## src/rtl/bfly_pkg.sv

```systemverilog
package bfly_pkg;

  typedef enum logic {
    WALK_BFLY  = 1'b0,
    WALK_BREV  = 1'b1
  } walk_kind_e;

endpackage

```

## src/rtl/bfly_cfg_decode.sv

```systemverilog
module bfly_cfg_decode #(
  parameter int MAX_LOG2N = 6,
  parameter int NW        = MAX_LOG2N + 1,
  parameter int LW        = 3,
  parameter int VLW       = 8
) (
  input  logic [NW-1:0]  len_n,
  input  logic           brev,
  output logic           ok,
  output logic [LW-1:0]  log2n,
  output logic [VLW-1:0] vlen
);

  int prod;

  always_comb begin
    ok    = (len_n > NW'(1)) && ((len_n & (len_n - NW'(1))) == '0);
    log2n = '0;
    for (int b = 0; b < NW; b++) begin
      if (len_n[b]) log2n = LW'(b);
    end
    prod = (int'(len_n) >> 1) * int'(log2n);
    if (!ok)       vlen = '0;
    else if (brev) vlen = VLW'(len_n);
    else           vlen = VLW'(prod);
  end

endmodule

```

## src/rtl/bfly_stage_walker.sv

```systemverilog
module bfly_stage_walker #(
  parameter int IW = 6,
  parameter int LW = 3
) (
  input  logic          clk,
  input  logic          rst_n,
  input  logic          clr,
  input  logic          adv,
  input  logic [LW-1:0] log2n,
  output logic [IW-1:0] lo,
  output logic [IW-1:0] hi,
  output logic [IW-1:0] tw,
  output logic          is_last
);

  logic [LW-1:0] st_q, st_d;
  logic [IW-1:0] gi_q, gi_d;
  logic [IW-1:0] jo_q, jo_d;
  logic [IW-1:0] half;
  logic [IW:0]   span;
  logic [IW:0]   nlen;
  logic          grp_end, stage_end, jo_end;
  logic          en;

  always_comb begin
    half      = IW'(1) << st_q;
    span      = {1'b0, half} << 1;
    nlen      = (IW+1)'(1) << log2n;
    grp_end   = ({1'b0, gi_q} + span) == nlen;
    stage_end = st_q == (log2n - LW'(1));
    jo_end    = jo_q == (half - IW'(1));
    is_last   = jo_end & grp_end & stage_end;
    lo        = gi_q + jo_q;
    hi        = lo + half;
    tw        = jo_q << (log2n - LW'(1) - st_q);
  end

  always_comb begin
    en   = clr | adv;
    st_d = st_q;
    gi_d = gi_q;
    jo_d = jo_q;
    if (clr) begin
      st_d = '0;
      gi_d = '0;
      jo_d = '0;
    end else if (adv) begin
      if (jo_end) begin
        jo_d = '0;
        if (grp_end) begin
          gi_d = '0;
          st_d = st_q + LW'(1);
        end else begin
          gi_d = gi_q + span[IW-1:0];
        end
      end else begin
        jo_d = jo_q + IW'(1);
      end
    end
  end

  always_ff @(posedge clk or negedge rst_n) begin
    if (!rst_n) begin
      st_q <= '0;
      gi_q <= '0;
      jo_q <= '0;
    end else if (en) begin
      st_q <= st_d;
      gi_q <= gi_d;
      jo_q <= jo_d;
    end
  end

  // twiddle index restarts at zero on every new group
  assert_tw_group_restart_R3: assert property (@(posedge clk) disable iff (!rst_n)
    (adv && !clr && jo_end && !is_last) |=> (tw == '0));

endmodule

```

## src/rtl/bfly_brev_walker.sv

```systemverilog
module bfly_brev_walker #(
  parameter int IW = 6,
  parameter int LW = 3
) (
  input  logic          clk,
  input  logic          rst_n,
  input  logic          clr,
  input  logic          adv,
  input  logic [LW-1:0] log2n,
  output logic [IW-1:0] idx,
  output logic [IW-1:0] rev,
  output logic          is_last
);

  logic [IW-1:0] cnt_q, cnt_d;
  logic [IW-1:0] rev_full;
  logic [IW:0]   nlen;
  logic          en;

  for (genvar b = 0; b < IW; b++) begin : g_rev
    assign rev_full[b] = cnt_q[IW-1-b];
  end

  always_comb begin
    nlen    = (IW+1)'(1) << log2n;
    idx     = cnt_q;
    rev     = rev_full >> (LW'(IW) - log2n);
    is_last = {1'b0, cnt_q} == (nlen - (IW+1)'(1));
  end

  always_comb begin
    en    = clr | adv;
    cnt_d = clr ? '0 : cnt_q + IW'(1);
  end

  always_ff @(posedge clk or negedge rst_n) begin
    if (!rst_n)  cnt_q <= '0;
    else if (en) cnt_q <= cnt_d;
  end

endmodule

```

## src/rtl/bfly_sched_gen.sv

```systemverilog
module bfly_sched_gen
  import bfly_pkg::*;
#(
  parameter int MAX_LOG2N = 6,
  parameter int NW        = MAX_LOG2N + 1,
  parameter int VLW       = $clog2(((2**MAX_LOG2N)/2)*MAX_LOG2N + 1)
) (
  input  logic           clk,
  input  logic           rst_n,
  input  logic           start,
  input  logic [NW-1:0]  len_n,
  input  logic           step_mode,
  input  logic           bitrev_mode,
  input  logic           step,
  output logic           valid,
  output logic [MAX_LOG2N-1:0] lo_idx,
  output logic [MAX_LOG2N-1:0] hi_idx,
  output logic [MAX_LOG2N-1:0] tw_idx,
  output logic           last,
  output logic           done,
  output logic           busy,
  output logic           err,
  output logic [VLW-1:0] vec_len
);

  localparam int IW = MAX_LOG2N;
  localparam int LW = $clog2(MAX_LOG2N + 1);

  // reset: asserted asynchronously, released on a clock edge
  logic rst_meta_q, rst_sync_n;
  always_ff @(posedge clk or negedge rst_n) begin
    if (!rst_n) begin
      rst_meta_q <= 1'b0;
      rst_sync_n <= 1'b0;
    end else begin
      rst_meta_q <= 1'b1;
      rst_sync_n <= rst_meta_q;
    end
  end

  logic           cfg_ok;
  logic [LW-1:0]  cfg_log2n;
  logic [VLW-1:0] cfg_vlen;

  bfly_cfg_decode #(.MAX_LOG2N(MAX_LOG2N), .NW(NW), .LW(LW), .VLW(VLW)) i_dec (
    .len_n (len_n),
    .brev  (bitrev_mode),
    .ok    (cfg_ok),
    .log2n (cfg_log2n),
    .vlen  (cfg_vlen)
  );

  logic           busy_q, busy_d;
  logic           err_q, err_d;
  logic           done_q, done_d;
  logic           stepm_q, stepm_d;
  walk_kind_e     kind_q, kind_d;
  logic [LW-1:0]  log2n_q, log2n_d;
  logic [VLW-1:0] vlen_q, vlen_d;

  logic          fire, sel_last;
  logic [IW-1:0] bf_lo, bf_hi, bf_tw, br_idx, br_rev;
  logic          bf_last, br_last;

  assign fire = busy_q & ~start & (~stepm_q | step);

  bfly_stage_walker #(.IW(IW), .LW(LW)) i_stage (
    .clk     (clk),
    .rst_n   (rst_sync_n),
    .clr     (start),
    .adv     (fire && kind_q == WALK_BFLY),
    .log2n   (log2n_q),
    .lo      (bf_lo),
    .hi      (bf_hi),
    .tw      (bf_tw),
    .is_last (bf_last)
  );

  bfly_brev_walker #(.IW(IW), .LW(LW)) i_brev (
    .clk     (clk),
    .rst_n   (rst_sync_n),
    .clr     (start),
    .adv     (fire && kind_q == WALK_BREV),
    .log2n   (log2n_q),
    .idx     (br_idx),
    .rev     (br_rev),
    .is_last (br_last)
  );

  always_comb begin
    sel_last = (kind_q == WALK_BREV) ? br_last : bf_last;
    valid    = fire;
    last     = fire & sel_last;
    if (kind_q == WALK_BREV) begin
      lo_idx = br_idx;
      hi_idx = br_rev;
      tw_idx = '0;
    end else begin
      lo_idx = bf_lo;
      hi_idx = bf_hi;
      tw_idx = bf_tw;
    end
    done    = done_q;
    busy    = busy_q;
    err     = err_q;
    vec_len = vlen_q;
  end

  always_comb begin
    busy_d  = busy_q;
    err_d   = err_q;
    stepm_d = stepm_q;
    kind_d  = kind_q;
    log2n_d = log2n_q;
    vlen_d  = vlen_q;
    done_d  = 1'b0;
    if (start) begin
      busy_d  = cfg_ok;
      err_d   = ~cfg_ok;
      stepm_d = step_mode;
      kind_d  = bitrev_mode ? WALK_BREV : WALK_BFLY;
      log2n_d = cfg_log2n;
      vlen_d  = cfg_vlen;
    end else if (fire && sel_last) begin
      busy_d = 1'b0;
      done_d = 1'b1;
    end
  end

  always_ff @(posedge clk or negedge rst_sync_n) begin
    if (!rst_sync_n) begin
      busy_q  <= 1'b0;
      err_q   <= 1'b0;
      done_q  <= 1'b0;
      stepm_q <= 1'b0;
      kind_q  <= WALK_BFLY;
      log2n_q <= '0;
      vlen_q  <= '0;
    end else begin
      busy_q <= busy_d;
      err_q  <= err_d;
      done_q <= done_d;
      if (start) begin
        stepm_q <= stepm_d;
        kind_q  <= kind_d;
        log2n_q <= log2n_d;
        vlen_q  <= vlen_d;
      end
    end
  end

  assert_hi_above_lo_R2: assert property (@(posedge clk) disable iff (!rst_sync_n)
    (valid && kind_q == WALK_BFLY) |-> (hi_idx > lo_idx));

  assert_idx_in_range_R2: assert property (@(posedge clk) disable iff (!rst_sync_n)
    valid |-> ({1'b0, hi_idx} < ((IW+1)'(1) << log2n_q)));

  assert_step_hold_R5: assert property (@(posedge clk) disable iff (!rst_sync_n)
    (busy_q && stepm_q && !step && !start) |=>
      ($stable(lo_idx) && $stable(hi_idx) && $stable(tw_idx)));

  assert_done_after_last_R6: assert property (@(posedge clk) disable iff (!rst_sync_n)
    last |=> (done && !busy));

  assert_done_single_R6: assert property (@(posedge clk) disable iff (!rst_sync_n)
    done |=> !done);

  assert_err_silent_R8: assert property (@(posedge clk) disable iff (!rst_sync_n)
    err |-> (!valid && !busy && !done));

  assert_no_triple_on_start_R9: assert property (@(posedge clk) disable iff (!rst_sync_n)
    start |-> !valid);

endmodule

```

## config.mk

```make
export PLATFORM = sky130hd
export DESIGN_NAME = bfly_sched_gen
export DESIGN_NICKNAME = d
export VERILOG_FILES = /design/src/rtl/bfly_pkg.sv /design/src/rtl/bfly_cfg_decode.sv /design/src/rtl/bfly_stage_walker.sv /design/src/rtl/bfly_brev_walker.sv /design/src/rtl/bfly_sched_gen.sv
export SDC_FILE = /design/constraint.sdc
export NUM_CORES = 1
export LEC_CHECK = 0
export CORE_ASPECT_RATIO = 1.4
export CORE_MARGIN = 2
export CORE_UTILIZATION = 40
export DETAILED_ROUTE_END_ITERATION = 12
export DONT_BUFFER_PORTS = 1
export GPL_ROUTABILITY_DRIVEN = 0
export GPL_TIMING_DRIVEN = 0
export HOLD_SLACK_MARGIN = 0.15
export PLACE_DENSITY = 0.63
export SYNTH_ARGS = -nofsm -noshare
export SYNTH_HDL_FRONTEND = slang
export SYNTH_SLANG_ARGS = --single-unit
```

## constraint.sdc

```tcl
create_clock -name clk -period 3.75 [get_ports clk]
set_input_delay 0.375 -clock clk [delete_from_list [all_inputs] [get_ports clk]]
set_output_delay 0.375 -clock clk [all_outputs]
set_load 0.01 [all_outputs]
```

==> summary.txt <==
Clocking
  • Worst-case clock buffer depth: 2
  • Clock-pin slew on the worst setup and hold paths: 0.06 ns
  • # H-tree levels: 2
  • CTS tree: done
  • Clock tree root driver cell: clkbuf_16
  • Num Clock Sinks: 38
  • TritonCTS Buffers: 5
  • Clock Latency Late Sink: 0.29 ns

Synth
  • Yosys warns: 0
  • Library cells used by synthesis: 73
  • Dominant synthesized flop cell: dfrtp_1
  • Sequential fraction of the synthesis area: 0.2276
  • Number of instances in the synthesized netlist: 513
  • Netlist area before placement: 4178 µm²
  • Portion of synthesized cell area occupied by the leading cell type: 0.2276
  • Proportion of register bits with asynchronous set or reset after synthesis: 1.000
  • Area contributors post-synth: dfrtp_1, ha_1, xnor2_1
  • Post-synthesis register bit count: 38
  • Post-Synthesis Mean Instance Area: 8.144 µm²
  • Post-synth EDFFs: 0
  • Cell accounting for the most synthesized area: dfrtp_1

Floorplan
  • Initial Utilization: 0.4058
  • Die Area: 11290 µm²
  • Die Height: 124.9 µm
  • # rows: 44
  • Die Width: 90.37 µm
  • # IOs: 44
  • Area of the core: 10290 µm²

Drt
  • Initial DRC Count: 155
  • Avg Vias per Cell: 5.514
  • Iteration count of the initial detailed-routing pass: 4
  • DRC violation count after routing: 0
  • Overall routed net length: 10.87 mm
  • Via count: 3650
  • WL/cell: 16.41 µm
  • DRT antenna net count: 0

STA
  • Worst slew margin: 0.4759
  • Hold slack: 0.2409 ns
  • RSZ-0062 raised after global routing: false
  • Total Neg Setup Slack: 0 ns
  • Final worst-path cycle share: 0.9573
  • Maximum clock frequency: 0.2785 GHz
  • Time the final worst path needs with I/O delays and setup: 3.590 ns
  • Final number of max-transition violations: 0
  • Final-report setup violation count: 0
  • Final Hold Viols: 0
  • Worst-Margin Slew: 0.7862 ns
  • Setup clock skew after layout: 0.007162 ns

Hold path
  • Hold crit path type: in2reg
  • Depth of the worst hold-timing path: 1

Critical path
  • Arrival time of the worst setup path: 3.22 ns
  • Worst R2R Path Depth: 15
  • Critical path depth in cells: 13
  • CP Capture Type: output pin
  • Category of the most critical setup path: reg2out
  • Buffer and inverter count on the worst path: 3
  • CP Data Required Time: 3.38 ns
  • Crit path launch type: flip-flop
  • Worst-path cell with the longest stage delay: dfrtp_2
  • Crit path max fanout: 9
  • Maximum single-stage delay on the critical path: 0.44 ns
  • Family of cells with the greatest summed delay on the critical path: compound AO/OA/AOI/OAI gates
  • Critical path cell sequence: buf_2 -> inv_2 -> ha_1 -> buf_6 -> nand2b_4 -> xnor2_1 -> ha_2 -> nand2_1 -> a211oi_4 -> a211oi_1 -> o31ai_2 -> nand4_2 -> o31ai_4

Layout
  • Number of diodes: 0
  • Most frequent cells in the layout: nand2_1, inv_1, nor2_1, dfrtp_1, ha_1
  • Fraction of layout cells with a size suffix above 1: 0.1088
  • Most common cell after layout, fill and taps aside: nand2_1
  • Final nets: 580
  • Growth of design area from synthesis to finish: 10.69%
  • Final-layout fill cell count: 1037
  • Final core area utilization: 0.4492

Place
  • HPWL after detailed placement: 8.591 mm
  • IO buf count: 0

Global route
  • Antenna violations before repair: 0
  • GRT Resource Usage Total: 0.1933
  • Wire length of the first global-routing pass: 17.79 mm
  • Pin count of the biggest net entering global routing: 37
  • Via count of the first global-routing pass: 3631
  • Global-route congestion overflow total: 0

Status
  • Outcome: complete, no violations

Power and ir drop
  • Pwr Density: 340.9 nW/µm²
  • Leakage power summed over all cells: 2.063 nW
  • Worst voltage drop across the vdd grid: 0.1756 mV

Run
  • Max-cap violation count: 0
metal layers:
| metal | vias to the layer above | share of wire | global-route usage | wire length (µm) |
|---|---|---|---|---|
| met5 | - | 0 | 0 | 0 |
| met4 | 0 | 0.040 | 0.09321 | 437 |
| met3 | 24 | 0.039 | 0.02843 | 422 |
| met2 | 94 | 0.51 | 0.3503 | 5530 |
| met1 | 1733 | 0.41 | 0.2209 | 4474 |
| li1 | 1799 | - | - | - |
path summary, 6_finish.rpt:
kind / from / to / slack [ns]
setup / recovery: i_stage.st_q[1]$_DFFE_PN0P_ / last / 0.16
hold / removal: step_mode / stepm_q$_DFFE_PN0P_ / 0.24
setup reg to reg: i_stage.st_q[1]$_DFFE_PN0P_ / i_stage.st_q[0]$_DFFE_PN0P_ / 0.52
hold reg to reg: rst_sync_n$_DFF_PN0_ / err$_DFFE_PN0P_ / 0.35
max in group asynchronous: rst_sync_n$_DFF_PN0_ / i_stage.st_q[1]$_DFFE_PN0P_ / 2.85
min in group asynchronous: rst_n / rst_sync_n$_DFF_PN0_ / 0.31
layout make-up:
cell class / count / area, µm² / area share
Timing Repair Buffer: 3 / 25.02 / 0.005411
Clock buffer: 5 / 125.1 / 0.02706
Sequential cell: 38 / 953.4 / 0.2062
Tap cell: 138 / 172.7 / 0.03734
Multi-Input combinational cell: 404 / 2983 / 0.6450
Inverter: 41 / 153.9 / 0.03328
Clock inverter: 3 / 68.82 / 0.01488
Buffer: 30 / 142.6 / 0.03084
cell usage after synthesis, drive strengths merged, types with 2 or more instances:
library cell,n
ha,37
a21o,5
mux2i,15
o21ai,26
mux2,8
o22ai,11
and2,6
nand2b,4
nand3b,2
or3,2
o21a,4
a22oi,5
buf,12
o211ai,2
a21oi,31
o311ai,2
inv,40
clkbuf,20
nor3b,4
nor3,7
nand4,8
a31oi,4
xor2,21
nor2,39
a211oi,6
o21bai,3
o32ai,3
dfrtp,38
and3,6
nor4b,2
nand3,8
o41ai,4
xnor2,25
o31ai,7
nand2,59
fa,7
nor2b,11
nor4,3
metrics by stage:
stage / total power [W] / setup WS [ns] / cell area, µm² / std cells
floorplan: 0.0008792 / 0.5529 / 4185 / 515
global placement: 0.0009849 / 0.2085 / 4358 / 653
detailed placement: 0.0009998 / 0.1446 / 4359 / 653
CTS: 0.001573 / 0.001716 / 4571 / 663
global route: 0.001657 / 0.01438 / 4624 / 662
finish: 0.001577 / 0.1600 / 4624 / 662
sequential cells by signal (all words and copies together), names as in the netlist:
| name | cells |
|---|---|
| i_brev.idx | 6 |
| err | 1 |
| i_stage.st_q | 3 |
| rst_sync_n | 1 |
| vec_len | 8 |
| i_stage.gi_q | 5 |
| done | 1 |
| kind_q | 1 |
| log2n_q | 3 |
| stepm_q | 1 |
| i_stage.jo_q | 6 |
| rst_meta_q | 1 |
| busy | 1 |
cells by family (layout without fill, tap and decap cells):
family | Yosys count | count (layout) | synth area share
and+or+nand+nor | 164 | 164 | 0.1950
AOI/OAI and AO/OA | 122 | 122 | 0.1989
buffers and inverters | 73 | 82 | 0.07157
xor gates and xnor gates | 47 | 47 | 0.1018
adders and majority gates | 45 | 45 | 0.1467
DFF | 38 | 38 | 0.2276
muxes | 23 | 23 | 0.05750
other | 1 | 3 | 0.0008976
report_power, final:
part | internal (W) | total, W | switching [W]
registers | 0.000430 | 0.000465 | 0.0000352
clock network | 0.000382 | 0.000558 | 0.000175
logic | 0.000213 | 0.000554 | 0.000341
total | 0.00102 | 0.00158 | 0.000552
timing repair:
| item | in CTS | in global routing |
|---|---|---|
| pin swaps | 3 | 7 |
| endpoints found under the setup margin | 1 | 7 |
| hold buffers | 1 | 0 |
| setup buffers | 1 | 1 |
| gates resized for setup | 0 | 15 |
| endpoints found under the hold margin | 2 | 0 |
(Power assumes the default switching activity.)
